$ cat config.mk
export PLATFORM = sky130hd
export DESIGN_NAME = boot_cmd_gate
export DESIGN_NICKNAME = d
export VERILOG_FILES = /design/src/rtl/bcg_pkg.sv /design/src/rtl/bcg_policy.sv /design/src/rtl/bcg_phase.sv /design/src/rtl/bcg_decide.sv /design/src/rtl/boot_cmd_gate.sv
export SDC_FILE = /design/constraint.sdc
export NUM_CORES = 1
export LEC_CHECK = 0
export BUFFER_PORTS_ARGS = -buffer_cell sky130_fd_sc_hd__buf_2
export CAP_MARGIN = 0
export CORE_AREA = 2 2 39 41
export CTS_BUF_LIST = sky130_fd_sc_hd__clkbuf_16
export CTS_CLUSTER_SIZE = 16
export DETAILED_ROUTE_END_ITERATION = 10
export DIE_AREA = 0 0 41 43
export GPL_ROUTABILITY_DRIVEN = 0
export PLACE_DENSITY = 0.52
export SLEW_MARGIN = 20
export SYNTH_ARGS = -nofsm -noshare
export SYNTH_HDL_FRONTEND = slang
export SYNTH_HIERARCHICAL = 1
export SYNTH_SLANG_ARGS = --single-unit
export TNS_END_PERCENT = 50
$ cat constraint.sdc
create_clock -name clk -period 1.8 [get_ports clk]
set_input_delay 0.18 -clock clk [delete_from_list [all_inputs] [get_ports clk]]
set_output_delay 0.18 -clock clk [all_outputs]
set_load 0.03 [all_outputs]
$ cat src/rtl/bcg_pkg.sv
package bcg_pkg;

    typedef enum logic [1:0] {
        ERR_NONE    = 2'd0,
        ERR_PHASE   = 2'd1,
        ERR_NOMEM   = 2'd2,
        ERR_UNKNOWN = 2'd3
    } gate_err_e;

    typedef struct packed {
        logic      valid;
        logic      accept;
        gate_err_e err;
    } gate_rsp_t;

    typedef struct packed {
        logic known;
        logic post_ok;
        logic needs_mem;
    } op_policy_t;

    typedef struct packed {
        logic mem_ready;
        logic boot_done;
    } phase_t;

endpackage

$ cat src/rtl/bcg_policy.sv
module bcg_policy
    import bcg_pkg::*;
#(
    parameter int OP_W     = 8,
    parameter int NUM_CFG  = 16,
    parameter int POST_BIT = 0,
    parameter int MEM_BIT  = 2
) (
    input  logic [OP_W-1:0] op,
    output op_policy_t      pol
);
    localparam int IDX_W = $clog2(NUM_CFG);

    logic [NUM_CFG-1:0] post_tbl;
    logic [NUM_CFG-1:0] mem_tbl;

    // One table entry per configuration opcode, derived from its bit pattern.
    for (genvar i = 0; i < NUM_CFG; i++) begin : g_tbl
        localparam logic [IDX_W-1:0] IDX = IDX_W'(i);
        assign post_tbl[i] = IDX[POST_BIT];
        assign mem_tbl[i]  = IDX[MEM_BIT];
    end

    logic [IDX_W-1:0] idx;
    logic             in_range;

    always_comb begin
        in_range      = (op < OP_W'(NUM_CFG));
        idx           = op[IDX_W-1:0];
        pol.known     = in_range;
        pol.post_ok   = in_range & post_tbl[idx];
        pol.needs_mem = in_range & mem_tbl[idx];
    end

endmodule

$ cat src/rtl/bcg_phase.sv
module bcg_phase
    import bcg_pkg::*;
(
    input  logic   clk,
    input  logic   rst_n,
    input  logic   set_mem,
    input  logic   set_eob,
    output phase_t ph_q
);
    phase_t ph_d;

    always_comb begin
        ph_d = ph_q;
        if (set_mem && !ph_q.boot_done) ph_d.mem_ready = 1'b1;
        if (set_eob)                    ph_d.boot_done = 1'b1;
    end

    always_ff @(posedge clk) begin
        if (!rst_n) ph_q <= '0;
        else        ph_q <= ph_d;
    end


    boot_sticky_chk: assert property (@(posedge clk) disable iff (!rst_n)
        ph_q.boot_done |=> ph_q.boot_done);

    mem_sticky_chk: assert property (@(posedge clk) disable iff (!rst_n)
        ph_q.mem_ready |=> ph_q.mem_ready);

    late_mem_chk: assert property (@(posedge clk) disable iff (!rst_n)
        (ph_q.boot_done && !ph_q.mem_ready) |=> !ph_q.mem_ready);

endmodule

$ cat src/rtl/bcg_decide.sv
module bcg_decide
    import bcg_pkg::*;
#(
    parameter int               OP_W     = 8,
    parameter logic [OP_W-1:0]  NOTE_MEM = 8'hF0,
    parameter logic [OP_W-1:0]  NOTE_EOB = 8'hF1
) (
    input  logic            clk,
    input  logic            rst_n,
    input  logic            cmd_valid,
    input  logic [OP_W-1:0] cmd_op,
    input  op_policy_t      pol,
    input  phase_t          ph_q,
    output logic            set_mem,
    output logic            set_eob,
    output gate_rsp_t       rsp_q
);
    gate_rsp_t rsp_d;
    logic      is_mem_note;
    logic      is_eob_note;

    always_comb begin
        is_mem_note = (cmd_op == NOTE_MEM);
        is_eob_note = (cmd_op == NOTE_EOB);
        set_mem     = 1'b0;
        set_eob     = 1'b0;
        rsp_d       = '0;
        if (cmd_valid) begin
            rsp_d.valid = 1'b1;
            if (is_mem_note || is_eob_note) begin
                if (ph_q.boot_done) begin
                    rsp_d.err = ERR_PHASE;
                end else begin
                    rsp_d.accept = 1'b1;
                    set_mem      = is_mem_note;
                    set_eob      = is_eob_note;
                end
            end else if (!pol.known) begin
                rsp_d.err = ERR_UNKNOWN;
            end else if (ph_q.boot_done && !pol.post_ok) begin
                rsp_d.err = ERR_PHASE;
            end else if (pol.needs_mem && !ph_q.mem_ready) begin
                rsp_d.err = ERR_NOMEM;
            end else begin
                rsp_d.accept = 1'b1;
            end
        end
    end

    always_ff @(posedge clk) begin
        if (!rst_n) rsp_q <= '0;
        else        rsp_q <= rsp_d;
    end


    one_rsp_chk: assert property (@(posedge clk) disable iff (!rst_n)
        cmd_valid |=> rsp_q.valid);

    no_spurious_chk: assert property (@(posedge clk) disable iff (!rst_n)
        !cmd_valid |=> !rsp_q.valid);

    accept_clean_chk: assert property (@(posedge clk) disable iff (!rst_n)
        (rsp_q.valid && rsp_q.accept) |-> (rsp_q.err == ERR_NONE));

    reject_coded_chk: assert property (@(posedge clk) disable iff (!rst_n)
        (rsp_q.valid && !rsp_q.accept) |-> (rsp_q.err != ERR_NONE));

    nomem_block_chk: assert property (@(posedge clk) disable iff (!rst_n)
        (cmd_valid && pol.needs_mem && !ph_q.mem_ready) |=> !rsp_q.accept);

    unknown_block_chk: assert property (@(posedge clk) disable iff (!rst_n)
        (cmd_valid && !pol.known && !is_mem_note && !is_eob_note) |=>
        (!rsp_q.accept && rsp_q.err == ERR_UNKNOWN));

endmodule

$ cat src/rtl/boot_cmd_gate.sv
module boot_cmd_gate
    import bcg_pkg::*;
#(
    parameter int              OP_W     = 8,
    parameter int              NUM_CFG  = 16,
    parameter int              POST_BIT = 0,
    parameter int              MEM_BIT  = 2,
    parameter logic [OP_W-1:0] NOTE_MEM = 8'hF0,
    parameter logic [OP_W-1:0] NOTE_EOB = 8'hF1
) (
    input  logic            clk,
    input  logic            rst_n,
    input  logic            cmd_valid,
    input  logic [OP_W-1:0] cmd_op,
    output logic            rsp_valid,
    output logic            rsp_accept,
    output logic [1:0]      rsp_err,
    output logic            degraded
);
    op_policy_t pol;
    phase_t     ph_q;
    gate_rsp_t  rsp_q;
    logic       set_mem;
    logic       set_eob;

    bcg_policy #(
        .OP_W(OP_W), .NUM_CFG(NUM_CFG), .POST_BIT(POST_BIT), .MEM_BIT(MEM_BIT)
    ) u_policy (
        .op (cmd_op),
        .pol(pol)
    );

    bcg_phase u_phase (
        .clk    (clk),
        .rst_n  (rst_n),
        .set_mem(set_mem),
        .set_eob(set_eob),
        .ph_q   (ph_q)
    );

    bcg_decide #(
        .OP_W(OP_W), .NOTE_MEM(NOTE_MEM), .NOTE_EOB(NOTE_EOB)
    ) u_decide (
        .clk      (clk),
        .rst_n    (rst_n),
        .cmd_valid(cmd_valid),
        .cmd_op   (cmd_op),
        .pol      (pol),
        .ph_q     (ph_q),
        .set_mem  (set_mem),
        .set_eob  (set_eob),
        .rsp_q    (rsp_q)
    );

    assign rsp_valid  = rsp_q.valid;
    assign rsp_accept = rsp_q.accept;
    assign rsp_err    = rsp_q.err;
    assign degraded   = ph_q.boot_done & ~ph_q.mem_ready;


    degraded_rise_chk: assert property (@(posedge clk) disable iff (!rst_n)
        $rose(degraded) |-> (rsp_valid && rsp_accept));

    degraded_exit_chk: assert property (@(posedge clk) disable iff (!rst_n)
        degraded |=> degraded);

endmodule

After elaboration in Yosys (flattened, before gate mapping)

Memories as Yosys holds them, arrays and structs flattened.
Index checks and enable logic that the tools add are counted.

Register bits after elaboration: 6
Memories kept: 2
Logic and storage cells: 41
Output and inout bits: 5
Input bits: 11
ROM bits: 32

Reductions and logical operators: 8
Equal/unequal tests: 2
Bitwise operators: 4
Multiplexer cells: 18
Magnitude comparators: 2

Memories:

| memory          | depth | width | rd ports | clocked after Yosys merged registers in | wr ports | line             | source |
|---|---|---|---|---|---|---|---|
| (no name shown) | 16    | 1     | 1        | 0                                       | 0        | bcg_policy.sv:31 | `pol.post_ok = in_range & post_tbl[idx];` |
| (no name shown) | 16    | 1     | 1        | 0                                       | 0        | bcg_policy.sv:32 | `pol.needs_mem = in_range & mem_tbl[idx];` |

Operators with widths:

| operator           | number |
|---|---|
| $eq 8x8->1 const B | 2 |
| $mux 1             | 13 |
| $lt 8x5->1 const B | 1 |
| $mux 2             | 3 |
| $lt 4x5->1 const B | 1 |
| $mux 4             | 1 |
| $and 1x1->1        | 3 |
| $logic_and 1x1->1  | 3 |
| $logic_not 1->1    | 3 |
| $mux 3             | 1 |
| $reduce_and 2->1   | 1 |
| $logic_or 1x1->1   | 1 |
| $not 1->1          | 1 |

Longest topological paths before layout

Gate-level depths: netlist of the first run.

Depth after elaboration: 9
Mapped depth: 5
Mapped depth without buffers: 5

Cells and area by module

Netlist of the first run, hierarchy kept.

Modules (own cells, without submodules):

| module        | times used | area an instance (µm²) | sequential area each (µm²) | cells an instance |
|---|---|---|---|---|
| bcg_decide    | 1          | 205.2                  | 80.1                       | 22 |
| bcg_phase     | 1          | 61.3                   | 40.0                       | 5 |
| bcg_policy    | 1          | 32.5                   | 0.0                        | 4 |
| boot_cmd_gate | 1          | 13.8                   | 0.0                        | 1 |

Worst setup path after synthesis of the first run

No wires, ideal clock.

Path type: input-to-reg
Start point: input port cmd_op[1]
End point: register u_phase/ph_q[1] (netlist name)
Setup slack: 0.487 ns
Arrival time: 1.255 ns
Stages on the path: 5
Buffers on the path: 0
Required time: 1.742 ns
Setup time: 0.058 ns
Cell sequence: or3_4 > or2_1 > nor4b_2 > nor2b_1 > o21a_1

Cells in the longest elaborated chain, start to end: 5
Elaborated cells between the ends (all ways): 7
Those cells by class: eq/ne: 2; mux: 3; reduce/logical: 2

RTL lines:

| element                                           | line                               | source |
|---|---|---|
| start: declaration                                | boot_cmd_gate.sv:14                | `input logic [OP_W-1:0] cmd_op,` |
| $eq 8x8->1 (on tied branches)                     | bcg_decide.sv:23, bcg_decide.sv:24 |  |
| $mux 1 / $logic_or 1x1->1 (equally long branches) | bcg_decide.sv:31, bcg_decide.sv:30 |  |
| $mux 1 (*)                                        | bcg_decide.sv:30                   | `if (is_mem_note \|\| is_eob_note) begin` |
| $mux 1 (*)                                        | bcg_decide.sv:28                   | `if (cmd_valid) begin` |
| named net set_mem                                 | boot_cmd_gate.sv:23                | `logic set_mem;` |
| $logic_and 1x1->1 (*)                             | bcg_phase.sv:14                    | `if (set_mem && !ph_q.boot_done) ph_d.mem_ready = 1'b1;` |

The timed path passes the listed nets; every way through them passes the cells marked *.
A chain may end at the register's enable or synchronous reset.

Final worst setup path of the first run

Start point: input port cmd_op[1]
End point: register u_phase/ph_q[1] (netlist name)

Cells in the longest elaborated chain, start to end: 5
Elaborated cells between the ends (all ways): 7
Those cells by class: eq/ne: 2; mux: 3; reduce/logical: 2

RTL lines:

| element                                           | line |
|---|---|
| $eq 8x8->1 (on tied branches)                     | bcg_decide.sv:23, bcg_decide.sv:24 |
| $mux 1 / $logic_or 1x1->1 (equally long branches) | bcg_decide.sv:31, bcg_decide.sv:30 |
| $mux 1 (*)                                        | bcg_decide.sv:30 |
| $mux 1 (*)                                        | bcg_decide.sv:28 |
| named net set_mem                                 | boot_cmd_gate.sv:23 |
| $logic_and 1x1->1 (*)                             | bcg_phase.sv:14 |

Marked as above.

==> summary.txt, run 1 <==
Yosys
  – Seq/Total Area, Yosys: 0.384
  – Synth Cell Area: 313 sq um
  – Synth warnings: 6
  – Avg Inst Size Synth: 9.78 sq um
  – Mapped Cells: 32
  – Synth unique cells: 22
  – Synth Register Bits: 6
  – Top-area cell type share of the netlist area: 0.384
  – Post-Syn Nets: 43
  – Yosys top cell by area: dfxtp_1
  – Top cells by area, synth: dfxtp_1, nand2b_1, nor4b_2

Route
  – Vias/cell: about 4.4
  – Via count: between 200 and 300
  – Wire per inst: 8.98 um
  – Drt pass-1 iters: 2
  – Routed Antenna Nets: 0
  – DRT iter0 DRCs: 4
  – Routed WL: 584 um
  – # DRC: 0

Global routing
  – Largest net degree at the start of global routing: 9
  – Antenna violations before repair: 0
  – Global-route wire length before repair: 979 um
  – GR Overflow Total: 0
  – Overall Global Routing Usage: 0.0836
  – Number of global-route vias before repair: 246

Floorplan
  – Core Rows: 14
  – Io pins: 16
  – Die area: 1760 sq um
  – Die height: 43 um
  – Initial core utilization: 0.226
  – Die W: 41 um
  – Core area: ~1400 sq um

Timing
  – Final Hold Fails: 0
  – Clock Skews: 0.00275 ns
  – Max transition margin: 0.701
  – Fin. max-slew vios: 0
  – RSZ-0062 raised after global routing: false
  – Tcrit/Tclk final: 0.692
  – Worst-margin pin slew: between 0.4 and 0.5 ns
  – F_max: around 800 MHz
  – # setup viols final: 0
  – Min Tclk post-route: ~1.2 ns
  – Setup TNS: 0 ns

Power and ir drop
  – Power Density: 1120 nW/um^2
  – Flop pwr share: 0.261
  – Switching Power: around 0.09 mW
  – Leak: 0.205 nW
  – Comb pwr share: 0.071
  – P_int: around 0.44 mW
  – VDD IR max: 476 uV
  – Switching Share: 0.173
  – Power consumption: 0.531 mW
  – Clock power share: 0.668

Place
  – Final HPWL DP: approximately 460 um
  – IO buf count: 15
  – Dpl cells: 62

Min path
  – Hold crit path type: in -> reg

Worst setup path
  – Setup CP Type: in -> reg
  – Crit path launch type: input port
  – Family with the most delay on the worst path: simple AND/OR/NAND/NOR gates
  – CP Cell Sequence: buf_2 > or3_4 > or2_1 > nor4b_2 > nor2b_1 > o21a_1
  – CP required: 1.97 ns
  – Critical path endpoint category: register
  – Buf/Inv on CP: 1
  – Critical path fanouts, max: 5
  – Max stage delay on crit path: 0.40 ns
  – CP max-delay cell: or3_4
  – Arr. time, crit path: 1.42 ns

Clock tree
  – Postcts setup bufs: 0
  – CTS tree: yes
  – CTS root buf: clkbuf_16
  – Post_cts resized: 0
  – Clk Latency, worst-skew pair: ~0.22 ns
  – Inserted Clock Buffers: 3
  – H-tree levels: 1
  – Hold_buf cts: 0
  – CTS clk-pin slew, worst paths: 0.03 ns
  – Clock buffer depth: 2
  – CTS Sinks: 6

Final layout
  – Cell Count, Final, Fillers Out: 65
  – Fraction of layout cells with a size suffix above 1: 0.449
  – Area grow syn2layout: 52.0%
  – Fin util: 0.344
  – Inserted Diodes: 0
  – Final nets: 62

Run
  – Number of max-cap violations: 0

Outcome
  – Status: finished clean
## final timing paths
check | startpoint | to | slack, ns | cells after the start
worst min register to register | u_phase/ph_q[1]$_SDFFE_PN0P_ | u_phase/ph_q[1]$_SDFFE_PN0P_ | 0.54 | 1
worst max-delay path | cmd_op[1] | u_phase/ph_q[1]$_SDFFE_PN0P_ | 0.55 | 6
worst min-delay path | rst_n | u_phase/ph_q[1]$_SDFFE_PN0P_ | 0.18 | 2
worst max register to register | u_phase/ph_q[0]$_SDFFE_PN0P_ | u_phase/ph_q[0]$_SDFFE_PN0P_ | 0.85 | 2
## power groups by stage
stage	logic [mW]	registers [mW]	clock network [mW]
floorplan	0.0111	0.149	0
global placement	0.0381	0.141	0
detailed placement	0.0380	0.141	0
CTS	0.0382	0.139	0.367
global route	0.0421	0.139	0.375
finish	0.0376	0.139	0.355
## cell usage in the layout, fill, tap and decap left out, types with 2 or more instances in the layout
cell / synthesis / layout
o21a_1: 2 / 2
nand2b_1: 3 / 3
dfxtp_1: 6 / 6
buf_2: 0 / 15
nor2_1: 2 / 2
and2_1: 2 / 2
clkbuf_16: 0 / 3
## synth_stat cells
cell / instances
nor2b_4: 1
buf_4: 1
o21ai_0: 1
nor4_2: 1
dfxtp_1: 6
and2_1: 2
nand4_1: 1
inv_1: 1
nor2b_1: 1
o21a_1: 2
or2_1: 1
a32o_1: 1
nor4b_2: 1
or3_1: 1
nor2_1: 2
or3_4: 1
and4b_1: 1
o2111ai_1: 1
nand2b_1: 3
a21oi_1: 1
a211oi_1: 1
nand2_1: 1
## kinds of logic (layout without fill, tap and decap cells)
family,Yosys count,in the layout,synth area share
AO/OA/AOI/OAI,7,7,0.164
buffers and inverters,2,19,0.0360
flip-flops,6,6,0.384
AND/OR/NAND/NOR,17,17,0.416
## sequential cells by signal (all words and copies together), names as in the netlist
register	count
u_decide/rsp_q	4
u_phase/ph_q	2
## layout make-up
type,count,area (sq um)
inverter,1,3.75
clock buffer,3,75.1
multi-input combinational,24,181
tap,16,20.0
fill,164,908
sequential,6,120
timing repair buffer,15,75.1
## per-layer routing
metal / GRT usage / share of wire / up-vias
met5: 0 / 0 / -
li1: - / - / 152
met2: 0.116 / 0.48 / 7
met1: 0.101 / 0.45 / 127
met4: 0.0200 / 0 / 0
met3: 0.0628 / 0.070 / 0
## through the flow
| stage | cell area [sq um] | setup slack [ns] | hold slack, ns |
|---|---|---|---|
| after floorplan | 313 | 0.487 | 0.297 |
| after global placement | 400 | 0.319 | 0.418 |
| after detailed placement | 400 | 0.335 | 0.418 |
| after CTS | 475 | 0.555 | 0.184 |
| after global routing | 475 | 0.471 | 0.204 |
| final | 475 | 0.554 | 0.185 |
## worst register-to-register path: cells and delay by family, from the launching register on
kind | cells | cell delay (ns)
flops | 1 | 0.45
simple gates | 1 | 0.23
compound gates | 1 | 0.16
(Power assumes the default switching activity.)
==> run 2: changes to the inputs <==
==> constraint.sdc (replaced) <==
create_clock -name clk -period 1.3 [get_ports clk]
set_input_delay 0.13 -clock clk [delete_from_list [all_inputs] [get_ports clk]]
set_output_delay 0.13 -clock clk [all_outputs]
set_load 0.03 [all_outputs]
==> run 2 against run 1 <==
  * Sequential power up 38%
  * Via count up 10%
  * Register-to-register slack worse by 0.52 ns
  * Clock skew down 0.0019 ns
  * Non-clock buffer count up 3
  * Critical path depth down 4
  * Routed wire length up 9.6%
  * First-iteration DRC count down 50%
  * Sequential share of layout area down 1.1 points
  * Total power up 39%
  * Critical endpoint is now degraded
  * Largest cell class unchanged
==> summary.txt, run 2 (synthesis gave the netlist of run 1 again) <==
Final layout
  – Largest registers: u_decide/rsp_q x4, u_phase/ph_q x2
  – Fin util: 0.360
  – Final nets: 65
  – Design Area, Final: 498 sq um
  – Fraction of layout cells with a size suffix above 1: 0.481
  – Reg area: 120 sq um
  – Area occupied by multi-input gates: between 150 and 200 sq um
  – Max FFs per register: 4
  – Inserted Diodes: 0
  – Area grow syn2layout: 59.2%
  – Most common cell after layout, fill and taps aside: buf_2
  – Fillers: 149
  – Most frequent cells in the layout: buf_2, dfxtp_1, clkbuf_16, nand2b_1, buf_4
  – Largest reg by FF count: u_decide/rsp_q

Floorplan
  – Core Rows: 14
  – Die height: 43 um
  – Die W: 41 um
  – Core area: approximately 1400 sq um
  – Die area: 1760 sq um
  – Initial core utilization: 0.226
  – Io pins: 16

Place
  – IO buf count: 15
  – Post-DP Area: roughly 420 sq um
  – Final HPWL DP: 498 um

Timing
  – Max transition margin: 0.775
  – RSZ-0062 raised after global routing: false
  – WHS: 0.143 ns
  – # setup viols final: 0
  – Fin. max-slew vios: 0
  – Min Tclk post-route: ~1.2 ns
  – Worst-margin pin slew: 0.335 ns
  – Tcrit/Tclk final: 0.926
  – F_max: around 830 MHz
  – Final Hold Fails: 0
  – Clock Skews: 0.000838 ns

Worst setup path
  – Worst reg2reg path startpoint: u_phase/ph_q[0]$_SDFFE_PN0P_
  – Critical path endpoint category: output port
  – Critical path fanouts, max: 8
  – Setup CP Type: reg -> out
  – Crit. Startpoint: u_phase/ph_q[0]$_SDFFE_PN0P_
  – CP required: 1.17 ns
  – Arr. time, crit path: 1.07 ns
  – Crit path launch type: register

Power and ir drop
  – VDD IR max: 681 uV
  – Power Density: 1480 nW/um^2
  – Leak: 0.219 nW

Clock tree
  – CTS clk-pin slew, worst paths: 0.03 ns
  – Inserted Clock Buffers: 3
  – Hold_buf cts: 0
  – Clk Latency, worst-skew pair: 0.22 ns
  – H-tree levels: 1
  – Postcts setup bufs: 0
  – Clock buffer depth: 2
  – CTS tree: yes
  – CTS root buf: clkbuf_16
  – CTS Sinks: 6
  – Post_cts resized: 0

Global routing
  – Antenna violations before repair: 0
  – Global-route wire length before repair: 1.17 mm
  – GR Overflow Total: 0
  – Largest net degree at the start of global routing: 9
  – Overall Global Routing Usage: 0.104
  – Number of global-route vias before repair: 289

Route
  – Via count: 316
  – Drt pass-1 iters: 4
  – DRT iter0 DRCs: 2
  – Routed Antenna Nets: 0
  – Routed WL: ~640 um
  – # DRC: 0
  – Wire per inst: 9.41 um
  – Vias/cell: 4.65

Outcome
  – Status: finished clean

Min path
  – Hold Startpoint: rst_n
  – Hold crit path type: in -> reg

Run
  – Number of max-cap violations: 0
-- run 2: cell types whose count changed in the layout (fill, tap and decap cells not counted) --
cell	before	now
buf_4	0	3
-- run 2: layout make-up --
type,instances,area share
multi-input cells,24,0.364
flip-flops and latches,6,0.241
repair buffers,18,0.196
clock buffers,3,0.151
well taps,16,0.0402
inverters,1,0.00754
-- run 2: power by group --
group | leakage [nW] | internal (mW) | switching, mW
clock network | 0.0370 | 0.394 | 0.0937
registers | 0.0492 | 0.191 | 0.00122
logic | 0.133 | 0.0258 | 0.0310
total | 0.219 | 0.611 | 0.126
-- run 2: critical path: stages, from the launching register on --
cell and delay, ns:
dfxtp_1 0.47, nor2b_4 0.19, buf_2 0.19
-- run 2: worst paths after layout --
| kind | endpoint | slack (ns) | cells after the start |
|---|---|---|---|
| max | degraded | 0.1 | 2 |
| min | u_phase/ph_q[0]$_SDFFE_PN0P_ | 0.14 | 2 |
| max reg2reg | u_decide/rsp_q[2]$_SDFF_PN0_ | 0.33 | 2 |
| min reg2reg | u_phase/ph_q[1]$_SDFFE_PN0P_ | 0.54 | 1 |
-- run 2: per-layer routing --
metal / routed length [um] / share of wire / GRT usage
met2: 305 / 0.48 / 0.147
met4: 0 / 0 / 0.0400
met3: 71 / 0.11 / 0.0785
met5: 0 / 0 / 0
met1: 263 / 0.41 / 0.115
-- run 2: per-stage QoR --
| stage | setup slack [ns] | cells | TNS, ns | total power [mW] |
|---|---|---|---|---|
| 2_1_floorplan | 0.0370 | 32 | 0 | 0.222 |
| 3_3_place_gp | -0.111 | 65 | -0.139 | 0.251 |
| 3_5_place_dp | -0.106 | 65 | -0.123 | 0.252 |
| 4_1_cts | 0.106 | 68 | 0 | 0.749 |
| 5_1_grt | 0.0233 | 68 | 0 | 0.770 |
| 6_report | 0.0960 | 68 | 0 | 0.736 |
